<file path="config.mk">
export PLATFORM = sky130hd
export DESIGN_NAME = wk_backup_ctrl
export DESIGN_NICKNAME = d
export VERILOG_FILES = /design/src/rtl/wk_pkg.sv /design/src/rtl/wk_pin_qual.sv /design/src/rtl/wk_status.sv /design/src/rtl/wk_supply_seq.sv /design/src/rtl/wk_backup_ctrl.sv
export SDC_FILE = /design/constraint.sdc
export NUM_CORES = 1
export LEC_CHECK = 0
export ABC_CLOCK_PERIOD_IN_PS = 3500
export BUFFER_PORTS_ARGS = -buffer_cell sky130_fd_sc_hd__buf_2
export CAP_MARGIN = 15
export CORE_UTILIZATION = 55
export DETAILED_ROUTE_END_ITERATION = 10
export GPL_TIMING_DRIVEN = 0
export PLACE_DENSITY = 0.78
export SYNTH_ARGS = -nofsm -noshare
export SYNTH_HDL_FRONTEND = slang
export SYNTH_SLANG_ARGS = --single-unit
</file>
<file path="constraint.sdc">
create_clock -name clk -period 3.5 [get_ports clk]
set_input_delay 0 -clock clk [delete_from_list [all_inputs] [get_ports clk]]
set_output_delay 0 -clock clk [all_outputs]
set_load 0.005 [all_outputs]
</file>
<file path="src/rtl/wk_pkg.sv">
package wk_pkg;
    localparam int WK_PINS   = 16;
    localparam int WK_ALARMS = 3;
    localparam int WK_SRC    = WK_PINS + WK_ALARMS;
    localparam int DBC_W     = 3;
    // longest run is 2^(2^DBC_W-1); one extra bit leaves room for a saturation value
    localparam int CNT_W     = (1 << DBC_W);
    localparam logic [CNT_W-1:0] CNT_SAT = '1;

    typedef enum logic [1:0] {
        SQ_IDLE,
        SQ_SETTLE,
        SQ_SRAM
    } seq_state_t;

    typedef struct packed {
        logic en;
        logic rise;
    } pin_cfg_t;

    typedef struct packed {
        logic sm;
        logic rtt;
        logic rtc;
    } alarm_vec_t;

    function automatic logic [CNT_W-1:0] dbc_last(input logic [DBC_W-1:0] sel);
        return (CNT_W'(1) << sel) - CNT_W'(1);
    endfunction
endpackage

</file>
<file path="src/rtl/wk_pin_qual.sv">
module wk_pin_qual
    import wk_pkg::*;
(
    input  logic             clk,
    input  logic             rst,
    input  logic             pin,
    input  pin_cfg_t         cfg,
    input  logic [DBC_W-1:0] dbc_sel,
    output logic             evt
);
    logic [CNT_W-1:0] run_cnt;
    logic             at_tgt;

    assign at_tgt = (pin == cfg.rise);

    always_ff @(posedge clk) begin
        if (rst) begin
            run_cnt <= CNT_SAT;
            evt     <= 1'b0;
        end else begin
            evt <= 1'b0;
            if (!cfg.en) begin
                run_cnt <= CNT_SAT;
            end else if (!at_tgt) begin
                run_cnt <= '0;
            end else begin
                if (run_cnt == dbc_last(dbc_sel))
                    evt <= 1'b1;
                if (run_cnt != CNT_SAT)
                    run_cnt <= run_cnt + CNT_W'(1);
            end
        end
    end
endmodule

</file>
<file path="src/rtl/wk_status.sv">
module wk_status
    import wk_pkg::*;
(
    input  logic              clk,
    input  logic              rst,
    input  logic [WK_SRC-1:0] hit,
    input  logic              clr,
    output logic [WK_SRC-1:0] flags
);
    always_ff @(posedge clk) begin
        if (rst)
            flags <= '0;
        else if (clr)
            flags <= hit;
        else
            flags <= flags | hit;
    end
endmodule

</file>
<file path="src/rtl/wk_supply_seq.sv">
module wk_supply_seq
    import wk_pkg::*;
#(
    parameter int SETTLE_CYC = 4
) (
    input  logic clk,
    input  logic rst,
    input  logic trig,
    input  logic core_is_on,
    input  logic sram_is_on,
    output logic core_on_req,
    output logic sram_on_req,
    output logic restart_done
);
    localparam int SW = $clog2(SETTLE_CYC + 1);
    localparam logic [SW-1:0] SETTLE_LAST = SW'(SETTLE_CYC - 1);

    seq_state_t    state;
    logic [SW-1:0] settle_cnt;

    always_ff @(posedge clk) begin
        if (rst) begin
            state        <= SQ_IDLE;
            settle_cnt   <= '0;
            core_on_req  <= 1'b0;
            sram_on_req  <= 1'b0;
            restart_done <= 1'b0;
        end else begin
            core_on_req  <= 1'b0;
            sram_on_req  <= 1'b0;
            restart_done <= 1'b0;
            case (state)
                SQ_IDLE: begin
                    if (trig) begin
                        if (!core_is_on) begin
                            core_on_req <= 1'b1;
                            settle_cnt  <= '0;
                            state       <= SQ_SETTLE;
                        end else begin
                            state <= SQ_SRAM;
                        end
                    end
                end
                SQ_SETTLE: begin
                    if (settle_cnt == SETTLE_LAST)
                        state <= SQ_SRAM;
                    else
                        settle_cnt <= settle_cnt + SW'(1);
                end
                SQ_SRAM: begin
                    sram_on_req  <= !sram_is_on;
                    restart_done <= 1'b1;
                    state        <= SQ_IDLE;
                end
                default: state <= SQ_IDLE;
            endcase
        end
    end
endmodule

</file>
<file path="src/rtl/wk_backup_ctrl.sv">
module wk_backup_ctrl
    import wk_pkg::*;
#(
    parameter int SETTLE_CYC = 4
) (
    input  logic                  clk,
    input  logic                  rst,
    input  logic [WK_PINS-1:0]    wk_pin,
    input  logic [WK_PINS-1:0]    wk_pin_en,
    input  logic [WK_PINS-1:0]    wk_rise_sel,
    input  logic [DBC_W-1:0]      dbc_sel,
    input  logic                  rtc_alarm,
    input  logic                  rtt_alarm,
    input  logic                  sm_alarm,
    input  logic                  rtc_en,
    input  logic                  rtt_en,
    input  logic                  sm_en,
    input  logic                  stat_clr,
    input  logic                  core_is_on,
    input  logic                  sram_is_on,
    output logic [WK_SRC-1:0]     wake_status,
    output logic                  core_on_req,
    output logic                  sram_on_req,
    output logic                  restart_done
);
    logic [WK_PINS-1:0] pin_evt;
    alarm_vec_t         alarm_raw, alarm_gate, alarm_hit;
    logic [WK_SRC-1:0]  hit;

    for (genvar i = 0; i < WK_PINS; i++) begin : g_pin
        pin_cfg_t cfg;
        assign cfg = '{en: wk_pin_en[i], rise: wk_rise_sel[i]};
        wk_pin_qual u_qual (
            .clk     (clk),
            .rst     (rst),
            .pin     (wk_pin[i]),
            .cfg     (cfg),
            .dbc_sel (dbc_sel),
            .evt     (pin_evt[i])
        );
    end

    assign alarm_raw  = '{sm: sm_alarm, rtt: rtt_alarm, rtc: rtc_alarm};
    assign alarm_gate = '{sm: sm_en, rtt: rtt_en, rtc: rtc_en};
    assign alarm_hit  = alarm_raw & alarm_gate;
    assign hit        = {alarm_hit, pin_evt};

    wk_status u_status (
        .clk   (clk),
        .rst   (rst),
        .hit   (hit),
        .clr   (stat_clr),
        .flags (wake_status)
    );

    wk_supply_seq #(.SETTLE_CYC(SETTLE_CYC)) u_seq (
        .clk          (clk),
        .rst          (rst),
        .trig         (|hit),
        .core_is_on   (core_is_on),
        .sram_is_on   (sram_is_on),
        .core_on_req  (core_on_req),
        .sram_on_req  (sram_on_req),
        .restart_done (restart_done)
    );
endmodule

</file>
Word level (Yosys, flattened, before mapping)
Index checks and enable logic that the tools add are counted.
Word-level totals
  memory bits (read-only): 0
  flip-flop bits (word level): 171
  bits in writable memories: 0
  bits in latches: 0
  memories kept: 0
  input bits: 62
  output and inout port bits: 22
  word-level logic and storage cells: 264
Operators by class
  bitwise logic cells: 37
  multipliers: 0
  reduce and logical (&&, ||, !) cells: 40
  multiplexer cells: 59
  add/sub/neg operators: 18
  $lt $le $gt $ge: 0
  equality and inequality tests: 71
  shift operators: 1
  div/mod/pow operators: 0
Operators by type and width (number)
  two-way mux 8 bit: 32
  adder 8 x 1 -> 8 bit, second input constant: 16
  equality test 8 bit: 16
  inequality test 8 bit, second input constant: 16
  OR reduction 3 bit: 17
  inequality test 2 bit, second input constant: 18
  NOT 1 bit: 35
  OR reduction 2 bit: 17
  two-way mux 19 bit: 1
  bitwise OR 19 bit: 1
  OR reduction 19 bit: 1
  two-way mux 1 bit: 18
  equality test 1 bit: 16
  two-way mux 3 bit: 3
  << shifter 1 x 3 -> 8 bit, first input constant: 1
  subtractor 8 x 2 -> 8 bit, second input constant: 1
  two-way mux 2 bit: 3
  case mux 3 bit (2 select lines): 1
  inequality test 2 x 1 -> 1 bit, second input constant: 2
  case mux 2 bit (2 select lines): 1
  AND reduction 4 bit: 1
  adder 3 x 1 -> 3 bit, second input constant: 1
  AND 3 bit: 1
  equality test 3 x 2 -> 1 bit, second input constant: 1
  6 further kinds: 6

Logic depth before layout (Yosys ltp)
  word-level depth: 4
  depth in mapped cells: 12
  gate-level depth less buffers: 7

By module
Synthesis repeated with hierarchy kept, for this count alone.
Unflattened totals
  cell total of the unflattened synthesis: 1297
  area total of the unflattened synthesis: 11075.6 um^2
By module, submodules not included
  wk_pin_qual (g_pin[0].u_qual ...): instances 15, sequential area each 180.2 um^2, cells each 73, area an instance 619.3 um^2
  wk_status: instances 1, sequential area each 380.4 um^2, cells each 79, area an instance 698.2 um^2
  wk_pin_qual (g_pin[15].u_qual): instances 1, sequential area each 180.2 um^2, cells each 85, area an instance 688.2 um^2
  wk_supply_seq: instances 1, sequential area each 160.2 um^2, cells each 29, area an instance 316.6 um^2
  wk_backup_ctrl: instances 1, sequential area each 0.0 um^2, cells each 9, area an instance 82.6 um^2

Least setup slack after synthesis
OpenSTA, ideal clock, no wires.
  path type: input port to flip-flop
  from: in dbc_sel[2]
  to: reg g_pin[8].u_qual.evt
  library setup time: 0.088 ns
  stages: 11
  setup slack: 1.071 ns
  path buffers: 5
  arrival time: 2.341 ns
  cells stage by stage: buf_2 buf_4 buf_4 buf_2 or3_1 ha_1 nor3b_2 or3_1 buf_6 xor2_1 nor4_2
On the way
  longest elaborated chain between the ends: 4
RTL lines
  start: declaration: line wk_backup_ctrl.sv:11  | input logic [DBC_W-1:0] dbc_sel,
  << shifter 1 x 3 -> 8 bit: line wk_pkg.sv:28  | return (CNT_W'(1) << sel) - CNT_W'(1);
  subtractor 8 x 2 -> 8 bit: line wk_pkg.sv:28
  equality test 8 bit: line wk_pin_qual.sv:27  | if (run_cnt == dbc_last(dbc_sel))
  two-way mux 1 bit: line wk_pin_qual.sv:27
  end signal: assignment: line wk_pin_qual.sv:19  | evt <= 1'b0;
  end signal: assignment: line wk_pin_qual.sv:21  | evt <= 1'b0;
  end signal: assignment: line wk_pin_qual.sv:28  | evt <= 1'b1;
  end: declaration: line wk_pin_qual.sv:9  | output logic evt
No other way between the ends.
A chain may end at the register's enable or synchronous reset.

Worst setup path in the final report
  from: in dbc_sel[2]
  to: reg g_pin[9].u_qual.evt
On the way
  longest elaborated chain between the ends: 4
RTL lines (line)
  << shifter 1 x 3 -> 8 bit: wk_pkg.sv:28
  subtractor 8 x 2 -> 8 bit: wk_pkg.sv:28
  equality test 8 bit: wk_pin_qual.sv:27
  two-way mux 1 bit: wk_pin_qual.sv:27
  end signal: assignment: wk_pin_qual.sv:19
  end signal: assignment: wk_pin_qual.sv:21
  end signal: assignment: wk_pin_qual.sv:28
  end: declaration: wk_pin_qual.sv:9
No other way between the ends.

==> summary.md <==
| Metric | Value |
|---|---|
| Skew final | 0.00701 ns |
| Hold slack | 0.0162 ns |
| Total CTS buffers | 17 |
| Leak | 4.56 nW |
| Final layout net count | 1327 |
| Syn_nets | 1218 |
| Synthesis-to-finish area growth | 14.2% |
| Largest family of logic cells by synthesized area | simple AND/OR/NAND/NOR gates |
| Adder-cell share of the synthesized area | 2.44% |
| Tot GR Track Use | 26.3% |
| Comb power frac | 23.4% |
| Sequential share of the synthesized area | 35.2% |
| Net Switching | 0.00163 W |
| First-pass GRT wire length | 38500 um |
| Cts repair resizes | 0 |
| Worst path buffer plus inverter count | 6 |
| Post-Syn Area | 9730 sq um |
| Max Buffers Root-to-Sink | 2 |
| Initial DRC count | 643 |
| Routability cong. | 0.896 |
| PD cells | 491 nW/um^2 |
| Unique cell type count in the Yosys netlist | 61 |
| Largest net degree at the start of global routing | 17 |
| # setup viols final | 0 |
| Dpl cell area | 10400 sq um |
| Reg power frac | 41.0% |
| HP Class | input pin to flop |
| Critical path startpoint category | input pin |
| Routed Antenna Nets | 0 |
| Max-Cap Viols | 0 |
| HPWL Detailed | 16100 um |
| Synth Register Bits | 171 |
| RSZ-0062 raised after global routing | false |
| Slowest stage delay, CP | 0.48 ns |
| Max_slew headroom | 48.3% |
| Crit path cell chain | buf_2 -> buf_4 -> buf_4 -> buf_2 -> or3_1 -> ha_1 -> buf_2 -> buf_2 -> xor2_1 -> nand3_1 -> a2111oi_0 |
| Yosys warnings | 0 |
| Final min period | 2.65 ns |
| DRC | 0 |
| Slew of the pin with the lowest slew margin | 0.773 ns |
| Multiplexer share of the synthesized area | 2.98% |
| Post-Synth XOR/XNOR Area | 15.1% |
| CP Capture Type | flop |
| # rows | 48 |
| Setup_tns | 0 ns |
| Post-synthesis cell count | 1137 |
| Clock Power Share | 35.6% |
| CP top delay family | buffers and inverters |
| Synth Area in Simple Gates | 21.3% |
| Worst Path Required | 3.76 ns |
| Die span in y | 135 um |
| Commonest non-fill, non-tap cells in the layout | dfxtp_1 (171), xor2_1 (108), o21ai_0 (107) |
| Status | finished clean |
| Root buffer cell | clkbuf_16 |
| Most used cell, CP | buf_2 |
| Primary FF master, synth | dfxtp_1 |
| Post-CTS setup buffer count | 0 |
| Synth Area in Compound Gates | 19.1% |
| CTS Hold Buffers Added | 10 |
| Via density | 6.00 |
| CP max FO | 10 |
| Pre-CTS WS | 0.471 ns |
| P_int | 0.00383 W |
| Clk sinks | 171 |
| Via count | 8893 |
| Vias in the first global route | 7904 |
| Period utilization | 75.7% |
| FILL cells | 1492 |
| Final hold vios | 0 |
| Mean Syn Cell Area | 8.56 sq um |
| Routed Wire Length | 23500 um |
| Pins Over Slew Limit | 0 |
| I/O Pins | 84 |
| Wire per inst | 15.9 um |
| Asr flop ratio synth | 0% |
| Sw Ratio | 29.8% |
| Reg clk slew, reported paths | 0.06 ns |
| Die area | 18200 sq um |
| Congestion Overflow GR | 0 |
| Fmax | 377 MHz |
| Die W | 135 um |
| Most common cell after layout, fill and taps aside | dfxtp_1 |
| Initial antenna violation count | 0 |
| CP Data Arrival Time | 2.91 ns |
| Slowest cell on the critical path | a2111oi_0 |
| VDD IR max | 0.000369 V |
| Setup CP Type | input pin to flop |
| Skew-Pair Late Insertion Delay | 0.43 ns |
| # H-tree levels | 4 |
| Final WS setup | 0.850 ns |
| Share of layout cells above drive strength 1 | 11.7% |
| Drt pass-1 iters | 6 |
| CTS tree | yes |
| Starting Density | 56.2% |
| Number of buffers added on ports | 80 |
| Post-route cell area | 11100 sq um |
| Core area | 17300 sq um |
| Post-synth EDFFs | 0 |
## power by group through the flow
stage               sequential, W  combinational, W  clock (W)
global placement          0.00227           0.00122          0
global route              0.00226           0.00142    0.00206
CTS                       0.00223           0.00127    0.00196
detailed placement        0.00228           0.00124          0
floorplan                 0.00224           0.00101          0
finish                    0.00224           0.00127    0.00194
## metal layers
metal  vias to the layer above  track usage (%)  part of all wire (%)
li1                       4377                -                     -
met1                      4179             35.4                    47
met5                         -                0                     0
met2                       297             42.7                    46
met3                        40             4.58                   5.7
met4                         0             8.74                   2.1
## layout make-up
cell class / count / area (sq um) / share of cell area, %
multi-input cells: 883 / 5920 / 53.3
flip-flops and latches: 171 / 3420 / 30.8
repair buffers: 90 / 500 / 4.51
clock buffers: 21 / 450 / 4.06
plain buffers: 61 / 299 / 2.69
well taps: 225 / 282 / 2.53
clock inverters: 8 / 144 / 1.30
inverters: 22 / 82.6 / 0.743
diodes: 1 / 2.50 / 0.0225
## registers in the layout (all words and copies together) (netlist names)
signal / flops
u_seq.core_on_req: 1
g_pin.u_qual.evt: 16
u_seq.state: 2
u_seq.settle_cnt: 3
u_status.flags: 19
u_seq.restart_done: 1
g_pin.u_qual.run_cnt: 128
u_seq.sram_on_req: 1
## cell usage after synthesis, drive strengths merged, types with 14 or more instances
master    n  area, sq um
clkbuf   33          124
nor3b    14          115
xor2    108          946
nand4    34          213
nor2     98          368
nand3    43          220
dfxtp   171         3420
buf      28          175
a21oi    44          220
o21ai   114          571
inv      21         78.8
nand2    60          233
xnor2    44          385
nor3     26          135
mux2i    29          290
and3     30          188
a31oi    30          188
nor2b    20          125
nor4     19          181
ha       19          238
o31ai    42          315
## kinds of logic after synthesis
kind of cell,after synthesis
buffers and inverters,83
AO/OA/AOI/OAI,295
XOR/XNOR,158
adder cells (fa/ha/maj),19
AND/OR/NAND/NOR,382
multiplexers,29
flip-flops,171
## final timing paths
check	startpoint	to	slack, ns	cells after the start
max reg2reg	g_pin[9].u_qual.run_cnt[4]$_SDFFE_PP1P_	g_pin[9].u_qual.evt$_SDFF_PP0_	1.66	5
min	wk_pin[3]	g_pin[3].u_qual.run_cnt[0]$_SDFFE_PP1P_	0.02	3
max	dbc_sel[2]	g_pin[9].u_qual.evt$_SDFF_PP0_	0.85	11
min reg2reg	u_status.flags[18]$_SDFF_PP0_	u_status.flags[18]$_SDFF_PP0_	0.47	2
## worst register-to-register path: cells and delay by family (launching register included)
kind                   cells  cell delay, ns
DFF                        1            0.30
buffers and inverters      1            0.18
AOI/OAI and AO/OA          2            0.70
and+or+nand+nor            2            0.50
## per-stage QoR
stage                     total power (W)  instances  util, %
final                             0.00546       1482     64.2
after global routing              0.00574       1481     64.2
after CTS                         0.00546       1481     64.2
after detailed placement          0.00352       1442     60.2
after global placement            0.00349       1442     60.2
after floorplan                   0.00324       1137        -
No activity file was read; power rests on OpenSTA's default activity.
